### src/rtl/sweep_pkg.sv
package sweep_pkg;

    // width of the sweep selection field: centred flag plus two span bits
    localparam int SEL_W = 3;

    // narrowest total span: 1.25 % expressed in 1/16 % units
    localparam int BASE_SPAN = 20;

    typedef enum logic {
        DIR_DOWN = 1'b0,
        DIR_UP   = 1'b1
    } dir_e;

    typedef enum logic {
        ST_IDLE  = 1'b0,
        ST_SWEEP = 1'b1
    } state_e;

    typedef struct packed {
        state_e           st;
        dir_e             dir;
        logic [SEL_W-1:0] cfg;
    } ctl_t;

    // total span of a selection, doubling with each span code step
    function automatic int span_of(input int code);
        return BASE_SPAN << (code & 3);
    endfunction

    // upper bound: nominal for down spread, half the span for centred spread
    function automatic int upper_of(input int code);
        return (((code >> 2) & 1) != 0) ? span_of(code) / 2 : 0;
    endfunction

    function automatic int lower_of(input int code);
        return upper_of(code) - span_of(code);
    endfunction

endpackage

### src/rtl/sweep_bound.sv
module sweep_bound
    import sweep_pkg::*;
#(
    parameter int OFS_W = 10,
    parameter bit LOWER = 1'b0
) (
    input  logic [SEL_W-1:0]        sel,
    output logic signed [OFS_W-1:0] bound
);

    localparam int N_CODES = 1 << SEL_W;

    logic signed [OFS_W-1:0] tbl [N_CODES];

    for (genvar c = 0; c < N_CODES; c++) begin : g_code
        if (LOWER) begin : g_lo
            assign tbl[c] = OFS_W'(lower_of(c));
        end else begin : g_hi
            assign tbl[c] = OFS_W'(upper_of(c));
        end
    end

    assign bound = tbl[sel];

endmodule

### src/rtl/sweep_pacer.sv
module sweep_pacer #(
    parameter int PERIOD_CYC = 1000,
    parameter int ACC_W      = 12
) (
    input  logic             clk,
    input  logic             rst,
    input  logic             clr,
    input  logic [ACC_W-1:0] inc,
    output logic             tick
);

    localparam logic [ACC_W-1:0] PER = ACC_W'(PERIOD_CYC);

    logic [ACC_W-1:0] acc_q;
    logic [ACC_W-1:0] sum;

    always_comb begin
        sum  = acc_q + inc;
        tick = !clr && (sum >= PER);
    end

    always_ff @(posedge clk) begin
        if (rst || clr) begin
            acc_q <= '0;
        end else if (tick) begin
            acc_q <= sum - PER;
        end else begin
            acc_q <= sum;
        end
    end

    // the fractional remainder always stays below one period
    p_acc_below_period_r6: assert property (@(posedge clk) disable iff (rst)
        acc_q < PER);

    // a cleared pacer starts the next cycle from zero
    p_clear_zeroes_r6: assert property (@(posedge clk) disable iff (rst)
        clr |=> (acc_q == '0));

endmodule

### src/rtl/sweep_core.sv
module sweep_core
    import sweep_pkg::*;
#(
    parameter int OFS_W = 10
) (
    input  logic                    clk,
    input  logic                    rst,
    input  logic                    en,
    input  logic                    tick,
    input  logic [SEL_W-1:0]        sel_in,
    input  logic signed [OFS_W-1:0] hi_cur,
    input  logic signed [OFS_W-1:0] lo_cur,
    input  logic signed [OFS_W-1:0] hi_new,
    output logic [SEL_W-1:0]        cfg_o,
    output logic signed [OFS_W-1:0] off_o,
    output logic                    at_edge_o,
    output logic                    pace_clr_o
);

    localparam logic signed [OFS_W-1:0] ONE = OFS_W'(1);

    ctl_t                    ctl_q, ctl_d;
    logic signed [OFS_W-1:0] off_q, off_d;
    logic                    on_hi, on_lo, turn;

    always_comb begin
        on_hi = (off_q == hi_cur);
        on_lo = (off_q == lo_cur);
        turn  = ((ctl_q.dir == DIR_DOWN) && on_lo) ||
                ((ctl_q.dir == DIR_UP) && on_hi);
    end

    always_comb begin
        ctl_d = ctl_q;
        off_d = off_q;
        if (!en) begin
            ctl_d.st  = ST_IDLE;
            ctl_d.dir = DIR_DOWN;
            ctl_d.cfg = sel_in;
            off_d     = '0;
        end else if (ctl_q.st == ST_IDLE) begin
            ctl_d.st  = ST_SWEEP;
            ctl_d.dir = DIR_DOWN;
            ctl_d.cfg = sel_in;
            off_d     = hi_new;
        end else if (tick) begin
            if (turn && (sel_in != ctl_q.cfg)) begin
                ctl_d.cfg = sel_in;
                ctl_d.dir = DIR_DOWN;
                off_d     = hi_new;
            end else if (turn) begin
                ctl_d.dir = (ctl_q.dir == DIR_DOWN) ? DIR_UP : DIR_DOWN;
                off_d     = (ctl_q.dir == DIR_DOWN) ? off_q + ONE : off_q - ONE;
            end else begin
                off_d     = (ctl_q.dir == DIR_DOWN) ? off_q - ONE : off_q + ONE;
            end
        end
    end

    always_ff @(posedge clk) begin
        if (rst) begin
            ctl_q <= '{st: ST_IDLE, dir: DIR_DOWN, cfg: '0};
            off_q <= '0;
        end else begin
            ctl_q <= ctl_d;
            off_q <= off_d;
        end
    end

    assign cfg_o      = ctl_q.cfg;
    assign off_o      = off_q;
    assign at_edge_o  = (ctl_q.st == ST_SWEEP) && (on_hi || on_lo);
    assign pace_clr_o = !en || (ctl_q.st == ST_IDLE);

    // a running sweep stays inside its active bounds
    p_within_bounds_r7: assert property (@(posedge clk) disable iff (rst)
        (ctl_q.st == ST_SWEEP) |-> ((off_q <= hi_cur) && (off_q >= lo_cur)));

    // with the selection unchanged, a step moves exactly one unit
    p_single_unit_r7: assert property (@(posedge clk) disable iff (rst)
        ((ctl_q.st == ST_SWEEP) && en && tick && (sel_in == ctl_q.cfg))
        |=> ((off_q == $past(off_q) + ONE) || (off_q == $past(off_q) - ONE)));

    // no step is taken without a pacer tick
    p_hold_between_ticks_r6: assert property (@(posedge clk) disable iff (rst)
        ((ctl_q.st == ST_SWEEP) && en && !tick) |=> $stable(off_q));

    // disabled modulation leaves the offset at nominal
    p_nominal_when_off_r3: assert property (@(posedge clk) disable iff (rst)
        !en |=> (off_q == '0));

    // enabling starts at the upper bound heading down
    p_start_at_top_r9: assert property (@(posedge clk) disable iff (rst)
        ((ctl_q.st == ST_IDLE) && en) |=> ((off_q == hi_cur) && (ctl_q.dir == DIR_DOWN)));

    // the active selection changes only at a reversal
    p_cfg_only_at_turn_r8: assert property (@(posedge clk) disable iff (rst)
        ((ctl_q.st == ST_SWEEP) && en && !(tick && turn)) |=> $stable(ctl_q.cfg));

endmodule

### src/rtl/sweep_gate.sv
module sweep_gate (
    input  logic clk,
    input  logic rst,
    input  logic stop,
    output logic mod_en,
    output logic ref_en
);

    always_ff @(posedge clk) begin
        if (rst) begin
            mod_en <= 1'b0;
            ref_en <= 1'b0;
        end else begin
            mod_en <= !stop;
            ref_en <= !stop;
        end
    end

    // stop pulls both enables low on the next cycle
    p_stop_gates_r4: assert property (@(posedge clk) disable iff (rst)
        stop |=> (!mod_en && !ref_en));

    // the reference enable returns as soon as stop is released
    p_ref_follows_r5: assert property (@(posedge clk) disable iff (rst)
        !stop |=> ref_en);

    // the modulated enable follows stop as well
    p_mod_follows_r12: assert property (@(posedge clk) disable iff (rst)
        !stop |=> mod_en);

endmodule

### src/rtl/sweep_offset_gen.sv
module sweep_offset_gen
    import sweep_pkg::*;
#(
    parameter int PERIOD_CYC = 1000,
    parameter int OFS_W      = 10
) (
    input  logic                    clk,
    input  logic                    rst,
    input  logic                    spread_en_n,
    input  logic [SEL_W-1:0]        mod_sel,
    input  logic                    stop,
    output logic signed [OFS_W-1:0] offset,
    output logic                    at_bound,
    output logic                    mod_clk_en,
    output logic                    ref_clk_en
);

    localparam int ACC_W = $clog2(PERIOD_CYC) + 2;

    logic                    run_en;
    logic                    tick;
    logic                    pace_clr;
    logic [SEL_W-1:0]        cfg;
    logic signed [OFS_W-1:0] hi_cur, lo_cur, hi_new;
    logic [ACC_W-1:0]        inc;

    assign run_en = !spread_en_n && !stop;
    assign inc    = ACC_W'($unsigned(hi_cur - lo_cur)) << 1;

    sweep_bound #(.OFS_W(OFS_W), .LOWER(1'b0)) u_hi_cur (
        .sel   (cfg),
        .bound (hi_cur)
    );

    sweep_bound #(.OFS_W(OFS_W), .LOWER(1'b1)) u_lo_cur (
        .sel   (cfg),
        .bound (lo_cur)
    );

    sweep_bound #(.OFS_W(OFS_W), .LOWER(1'b0)) u_hi_new (
        .sel   (mod_sel),
        .bound (hi_new)
    );

    sweep_pacer #(.PERIOD_CYC(PERIOD_CYC), .ACC_W(ACC_W)) u_pacer (
        .clk  (clk),
        .rst  (rst),
        .clr  (pace_clr),
        .inc  (inc),
        .tick (tick)
    );

    sweep_core #(.OFS_W(OFS_W)) u_core (
        .clk        (clk),
        .rst        (rst),
        .en         (run_en),
        .tick       (tick),
        .sel_in     (mod_sel),
        .hi_cur     (hi_cur),
        .lo_cur     (lo_cur),
        .hi_new     (hi_new),
        .cfg_o      (cfg),
        .off_o      (offset),
        .at_edge_o  (at_bound),
        .pace_clr_o (pace_clr)
    );

    sweep_gate u_gate (
        .clk    (clk),
        .rst    (rst),
        .stop   (stop),
        .mod_en (mod_clk_en),
        .ref_en (ref_clk_en)
    );

endmodule

### config.mk
export PLATFORM = sky130hd
export DESIGN_NAME = sweep_offset_gen
export DESIGN_NICKNAME = d
export VERILOG_FILES = /design/src/rtl/sweep_pkg.sv /design/src/rtl/sweep_bound.sv /design/src/rtl/sweep_pacer.sv /design/src/rtl/sweep_core.sv /design/src/rtl/sweep_gate.sv /design/src/rtl/sweep_offset_gen.sv
export SDC_FILE = /design/constraint.sdc
export NUM_CORES = 1
export LEC_CHECK = 0
export BUFFER_PORTS_ARGS = -buffer_cell sky130_fd_sc_hd__buf_2
export CAP_MARGIN = 40
export CORE_UTILIZATION = 31
export CTS_CLUSTER_SIZE = 10
export DETAILED_ROUTE_END_ITERATION = 7
export SYNTH_ARGS = -nofsm -noshare
export SYNTH_HDL_FRONTEND = slang
export SYNTH_SLANG_ARGS = --single-unit
### constraint.sdc
create_clock -name clk -period 11 [get_ports clk]
set_input_delay 0.55 -clock clk [delete_from_list [all_inputs] [get_ports clk]]
set_output_delay 0.55 -clock clk [all_outputs]
set_load 0.1 [all_outputs]
==> results.md, run 1 <==
- Clk root buf: clkbuf_8
- Die Wd: 95.7 µm
- # Max-Cap Violations: 0
- Wire length of the first global-routing pass: 11,400 µm
- Chip height: 95.7 µm
- Initial antenna violation count: 0
- Post-synthesis xor/xnor area fraction: 6.76%
- Hold WC Path Type: in -> reg
- Layout area overhead: 6.44%
- Diodes inserted: 0
- Synth area leaders: dfxtp_1 (18%), ha_1 (10%), mux2i_1 (4.8%)
- CORE AREA: 0.00834 mm²
- ANT nets after route: 0
- Worst-margin pin slew: 0.631 ns
- Worst-case vdd ir drop: 0.0457 mV
- Wirelength, routed: 6750 µm
- # port buffers: 19
- Max Clock Freq: 0.203 GHz
- CTS sink cnt: 25
- Filler Cell Count: 902
- Area share of fa/ha/maj cells after synthesis: 10.9%
- GPL Wtd Cong: 0.836
- CTS Buffer Depth: 2
- Skew final: 0.00231 ns
- Final worst path period share: 44.8%
- PostCTS Resize Cnt: 0
- TritonCTS Buffers: 3
- CTS tree: built
- Max Slew Vio Count: 0
- Cells after Synth: 350
- Inst Count DP: 458
- Post-route DRC: 0
- Largest fanout on the critical path: 9
- Yosys top cell by area: dfxtp_1
- Yosys reg bits: 25
- Minimum clock period: 4.93 ns
- Post-CTS setup repair buffer count: 0
- Row Count: 33
- Commonest cells in the synthesized netlist: dfxtp_1 (25), nand2_1 (25), a21oi_1 (23), nor2_1 (23), ha_1 (22)
- Static Leakage: 1.21 nW
- Synth Net Count: 380
- Hold Violations, Final: 0
- YS warnings: 0
- Die area: 0.00915 mm²
- Slew margin rel.: 57.8%
- DRT iter0 DRCs: 101
- Power Density: 74.6 mW/mm²
- WL/cell: 14.6 µm
- Largest family of logic cells by synthesized area: simple AND/OR/NAND/NOR gates
- Total track usage: 15.8%
- Clk Latency, worst-skew pair: 0.27 ns
- Multiplexer share of the synthesized area: 4.79%
- Vias per cell: 5.51
- Crit Path Class: reg -> reg
- RSZ-0062 raised after global routing: false
- Setup crit start kind: flip-flop
- Top-area cell type share of the netlist area: 18.4%
- Post-synth EDFFs: 0
- Setup TNS: 0 ns
- Post-synthesis compound-gate area fraction: 23.5%
- CTS H-tree depth: 1
- Post-DP HPWL: 5390 µm
- Via count: 2,544
- CP Data Arrival Time: 5.11 ns
- Synth Cell Area: 0.00272 mm²
- Pin count of the biggest net entering global routing: 19
- Seq/Total Area, Yosys: 18.4%
- Syn_area_per_cell: 7.77 µm²
- Status: completed
- Fin cells: 462
- Remaining Overflow, GRT: 0
- I/O pins: 20
- CP endpoint kind: flip-flop
- Distinct cells, synth: 65
- Starting density of the core: 32.6%
- 1st-pass router iterations: 4
- Final Setup Violations: 0
- Ratio of cells with drive above 1 in the final layout: 10.4%
- Vias in the first global route: 2,332
- Async S/R FF share, synth: 0%
- Crit path required time: 11.17 ns
- Simple-Gate Fraction of Synth Area: 29.0%
- # hold bufs at CTS: 0
- Clock-pin slew on the worst setup and hold paths: 0.09 ns
- Main synth FF type: dfxtp_1
- Layout net count: 388
layout make-up:
| cell class | count | area [µm²] | share of cell area (%) |
|---|---|---|---|
| tap | 105 | 131 | 4.54 |
| timing repair buffer | 20 | 100 | 3.46 |
| sequential | 25 | 500 | 17.3 |
| clock buffer | 4 | 45.0 | 1.56 |
| inverter | 21 | 78.8 | 2.72 |
| multi-input combinational | 287 | 2040 | 70.4 |
power by group:
group,total (W),leakage [nW],switching (W),internal (W)
clock,0.0000570,0.0228,0.0000310,0.0000260
combinational,0.0000622,0.985,0.0000395,0.0000227
sequential,0.0000967,0.203,0.00000470,0.0000920
total,0.000216,1.21,0.0000752,0.000141
routing by layer:
layer | vias up | global-route usage [%] | part of all wire, %
li1 | 1295 | - | -
met1 | 1182 | 23.3 | 51
met2 | 59 | 24.2 | 43
met3 | 8 | 1.67 | 4.4
met4 | 0 | 3.86 | 1.2
met5 | - | 0 | 0
worst max-delay path: stages (launching register included):
cell and delay (ns):
dfxtp_1 0.60, inv_1 0.18, ha_1 0.36, nand2b_1 0.18
nand2_1 0.09, ha_1 0.29, a21oi_1 0.21, nor2b_1 0.07
o21ai_0 0.15, nand2b_1 0.08, a21oi_1 0.22, nor3b_1 0.12
ha_1 0.41, a21oi_1 0.06, mux2i_1 0.19, nand3_1 0.14
nor3_1 0.27, a21boi_2 0.17, o31ai_1 0.44, buf_2 0.27
o21ai_0 0.10, a31o_1 0.24
stage by stage:
step	power, W	instance area, µm²	hold WS [ns]	worst slack (ns)	utilization [%]
floorplan	0.000148	2720	0.581	6.79	-
global route	0.000230	2890	0.484	5.55	34.7
global placement	0.000160	2840	0.493	5.85	34.1
detailed placement	0.000160	2850	0.501	6.12	34.2
finish	0.000216	2890	0.480	6.07	34.7
CTS	0.000218	2890	0.471	6.10	34.7
sequential cells by signal, summed over array words and instances (netlist names):
signal         count
u_core.ctl_q       2
u_gate.mod_en      1
u_core.cfg_o       3
u_core.off_o      10
u_pacer.acc_q      9
cells in the final DEF, fill, tap and decap left out, types with 3 or more instances in the layout:
master / n
nand2b_1: 7
a31o_1: 3
buf_2: 20
nand2_1: 25
xnor2_1: 12
and2_1: 5
nand4_1: 8
a21o_1: 4
o21a_1: 5
a31o_2: 3
xor2_1: 9
o21ai_1: 3
or3_1: 5
mux2i_1: 13
o21ai_0: 14
nand4b_1: 3
nor2_1: 23
nor3_1: 13
a31oi_1: 3
o2bb2ai_1: 3
and3_1: 7
inv_1: 20
nand3_1: 13
nor2b_1: 9
nor4b_1: 4
a21oi_1: 23
dfxtp_1: 25
o31ai_1: 5
nand3b_1: 3
clkbuf_8: 3
ha_1: 22
logic make-up after synthesis:
| group | after synthesis |
|---|---|
| XOR/XNOR | 21 |
| AO/OA/AOI/OAI | 90 |
| multiplexers | 13 |
| AND/OR/NAND/NOR | 140 |
| adder cells (fa/ha/maj) | 23 |
| buffers and inverters | 38 |
| flip-flops | 25 |
path summary, 6_finish.rpt:
path,startpoint,endpoint,slack (ns),cells after the start
setup / recovery,u_core.cfg_o[1],u_core.off_o[8],6.07,21
hold / removal,stop,u_gate.mod_en,0.48,2
setup reg to reg,u_core.cfg_o[1],u_core.off_o[8],6.07,21
hold reg to reg,u_core.off_o[9],u_core.off_o[9],0.51,2
No activity file was read; power rests on OpenSTA's default activity.
==> inputs of run 2 (changes only) <==
==> constraint.sdc (replaced) <==
create_clock -name clk -period 4.9 [get_ports clk]
set_input_delay 0.245 -clock clk [delete_from_list [all_inputs] [get_ports clk]]
set_output_delay 0.245 -clock clk [all_outputs]
set_load 0.1 [all_outputs]
==> run 2 against run 1 <==
Compared with the run above:
- design area grew 0.65%
- non-clock buffer count grew 2
- sequential share of layout area shrank 0.068 points
- via count grew 4.9%
- die area is the same
- wire length grew 5.9%
- sequential power grew 130%
- total power grew 130%
- critical endpoint is now u_core.off_o[9]
- largest power group unchanged
==> results.md, run 2 (synthesis gave the netlist of run 1 again) <==
- CP Data Arrival Time: 4.77 ns
- Final Setup Violations: 0
- CP endpoint kind: flip-flop
- Largest register FFs: 10
- Chip height: 95.7 µm
- Reg-to-reg startpoint: u_core.cfg_o[0]
- Final worst path period share: 92.8%
- Crit Reg-Reg Endpoint: u_core.off_o[9]
- Initial antenna violation count: 0
- ANT nets after route: 0
- Wirelength, routed: 7140 µm
- Static Leakage: 1.22 nW
- Max Slew Vio Count: 0
- Clk root buf: clkbuf_8
- Worst-margin pin slew: 0.679 ns
- Power Density: 168 mW/mm²
- Commonest cells after routing, fill and taps aside: nand2_1 (25), dfxtp_1 (24), nor2_1 (23), a21oi_1 (23), ha_1 (22)
- Worst path max stage delay: 0.54 ns
- Die Wd: 95.7 µm
- Worst-case vdd ir drop: 0.111 mV
- Worst Hold Depth: 2
- # port buffers: 19
- Post-DP HPWL: 5650 µm
- Max Clock Freq: 0.220 GHz
- Status: completed
- Worst R2R Path Depth: 20
- Diodes inserted: 0
- Setup TNS: 0 ns
- Crit path required time: 5.12 ns
- Row Count: 33
- CTS sink cnt: 25
- GPL Wtd Cong: 0.889
- Layout area overhead: 7.13%
- Slowest stage cell, crit path: or4b_1
- Clk Latency, worst-skew pair: 0.28 ns
- CTS H-tree depth: 1
- CTS Buffer Depth: 2
- Hold Crit Endpoint: u_gate.mod_en
- Remaining Overflow, GRT: 0
- Clock-pin slew on the worst setup and hold paths: 0.10 ns
- Slack of the critical path: 0.351 ns
- Worst slack, placed: 0.391 ns
- Slew margin rel.: 54.7%
- Skew final: 0.0101 ns
- Pin count of the biggest net entering global routing: 19
- CORE AREA: 0.00834 mm²
- RSZ-0062 raised after global routing: false
- Crit Path Class: reg -> reg
- CTS tree: built
- Largest fanout on the critical path: 9
- Wire length of the first global-routing pass: 11,600 µm
- Vias in the first global route: 2,406
- Starting density of the core: 32.6%
- Layout net count: 390
- Hold WC Path Type: in -> reg
- # hold bufs at CTS: 0
- Post-route DRC: 0
- TritonCTS Buffers: 3
- Setup crit start kind: flip-flop
- WL/cell: 15.4 µm
- 1st-pass router iterations: 4
- Minimum clock period: 4.55 ns
- Die area: 0.00915 mm²
- Most common cell after layout, fill and taps aside: nand2_1
- Hold Violations, Final: 0
- DRT iter0 DRCs: 137
- # Max-Cap Violations: 0
- HP Start: stop
- Via count: 2,669
- Ratio of cells with drive above 1 in the final layout: 11.1%
- R2r setup slk: 0.35 ns
- Crit-path cells: inv_1 -> ha_1 -> nand2b_1 -> nand2_1 -> ha_1 -> a21oi_1 -> nor2b_1 -> o21ai_0 -> nand2b_1 -> a21oi_1 -> nor3b_1 -> ha_1 -> a21oi_1 -> mux2i_1 -> nand3_1 -> nor3_1 -> a21boi_2 -> nand2b_1 -> or4b_1 -> o21ai_1
- Total track usage: 16.3%
- Vias per cell: 5.75
- I/O pins: 20
[run 2: cell count changes in the layout (fill, tap and decap cells not counted), sizes merged]
| cell | change |
|---|---|
| buf | +2 |
[run 2: worst max-delay path, delay by kind of cell (launching register included)]
family,cells,cell delay (ns)
AO/OA/AOI/OAI,6,0.79
adder cells (fa/ha/maj),3,1.01
buffers and inverters,1,0.18
AND/OR/NAND/NOR,9,1.78
multiplexers,1,0.20
flip-flops,1,0.52
[run 2: timing repair]
action | CTS | global route
buffers inserted | 0 | 0
setup endpoints to repair | 0 | 1
resized for setup | 0 | 1
[run 2: where the power goes]
part | total, W | leakage [nW] | internal [W] | switching (W)
logic | 0.000141 | 0.996 | 0.0000516 | 0.0000898
registers | 0.000218 | 0.203 | 0.000207 | 0.0000110
clock network | 0.000130 | 0.0228 | 0.0000584 | 0.0000712
[run 2: metrics by stage]
stage	cells	utilization (%)	hold WS (ns)	power [W]	instance area [µm²]
2_1_floorplan	350	-	0.312	0.000333	2720
3_5_place_dp	460	34.4	0.476	0.000361	2870
6_report	464	34.9	0.185	0.000489	2910
5_1_grt	464	34.9	0.181	0.000513	2910
4_1_cts	464	34.9	0.179	0.000488	2910
3_3_place_gp	460	34.4	0.471	0.000360	2870
[run 2: area by class of cell]
cell class,count,area (µm²)
Inverter,21,78.8
Sequential cell,25,502
Multi-Input combinational cell,287,2040
Tap cell,105,131
Clock buffer,4,45.0
Timing Repair Buffer,22,118
Fill cell,885,5430
[run 2: how the worst max path moves through the flow]
stage                          from         endpoint  slack [ns]  depth (start not counted)
floorplan           u_core.cfg_o[1]  u_core.off_o[8]        0.69                         20
global placement    u_core.cfg_o[0]  u_core.off_o[9]        0.51                         20
detailed placement  u_core.cfg_o[0]  u_core.off_o[9]        0.39                         20
CTS                 u_core.cfg_o[0]  u_core.off_o[9]        0.36                         20
global route        u_core.cfg_o[0]  u_core.off_o[6]        0.02                         21
finish              u_core.cfg_o[0]  u_core.off_o[9]        0.35                         20
[run 2: routing by layer]
layer  wire (µm)  GRT usage [%]  up-vias
met4         175           5.47        0
met5           0              0        -
met2        3050           25.2       95
li1            -              -     1303
met3         363           1.99       15
met1        3560           23.2     1256
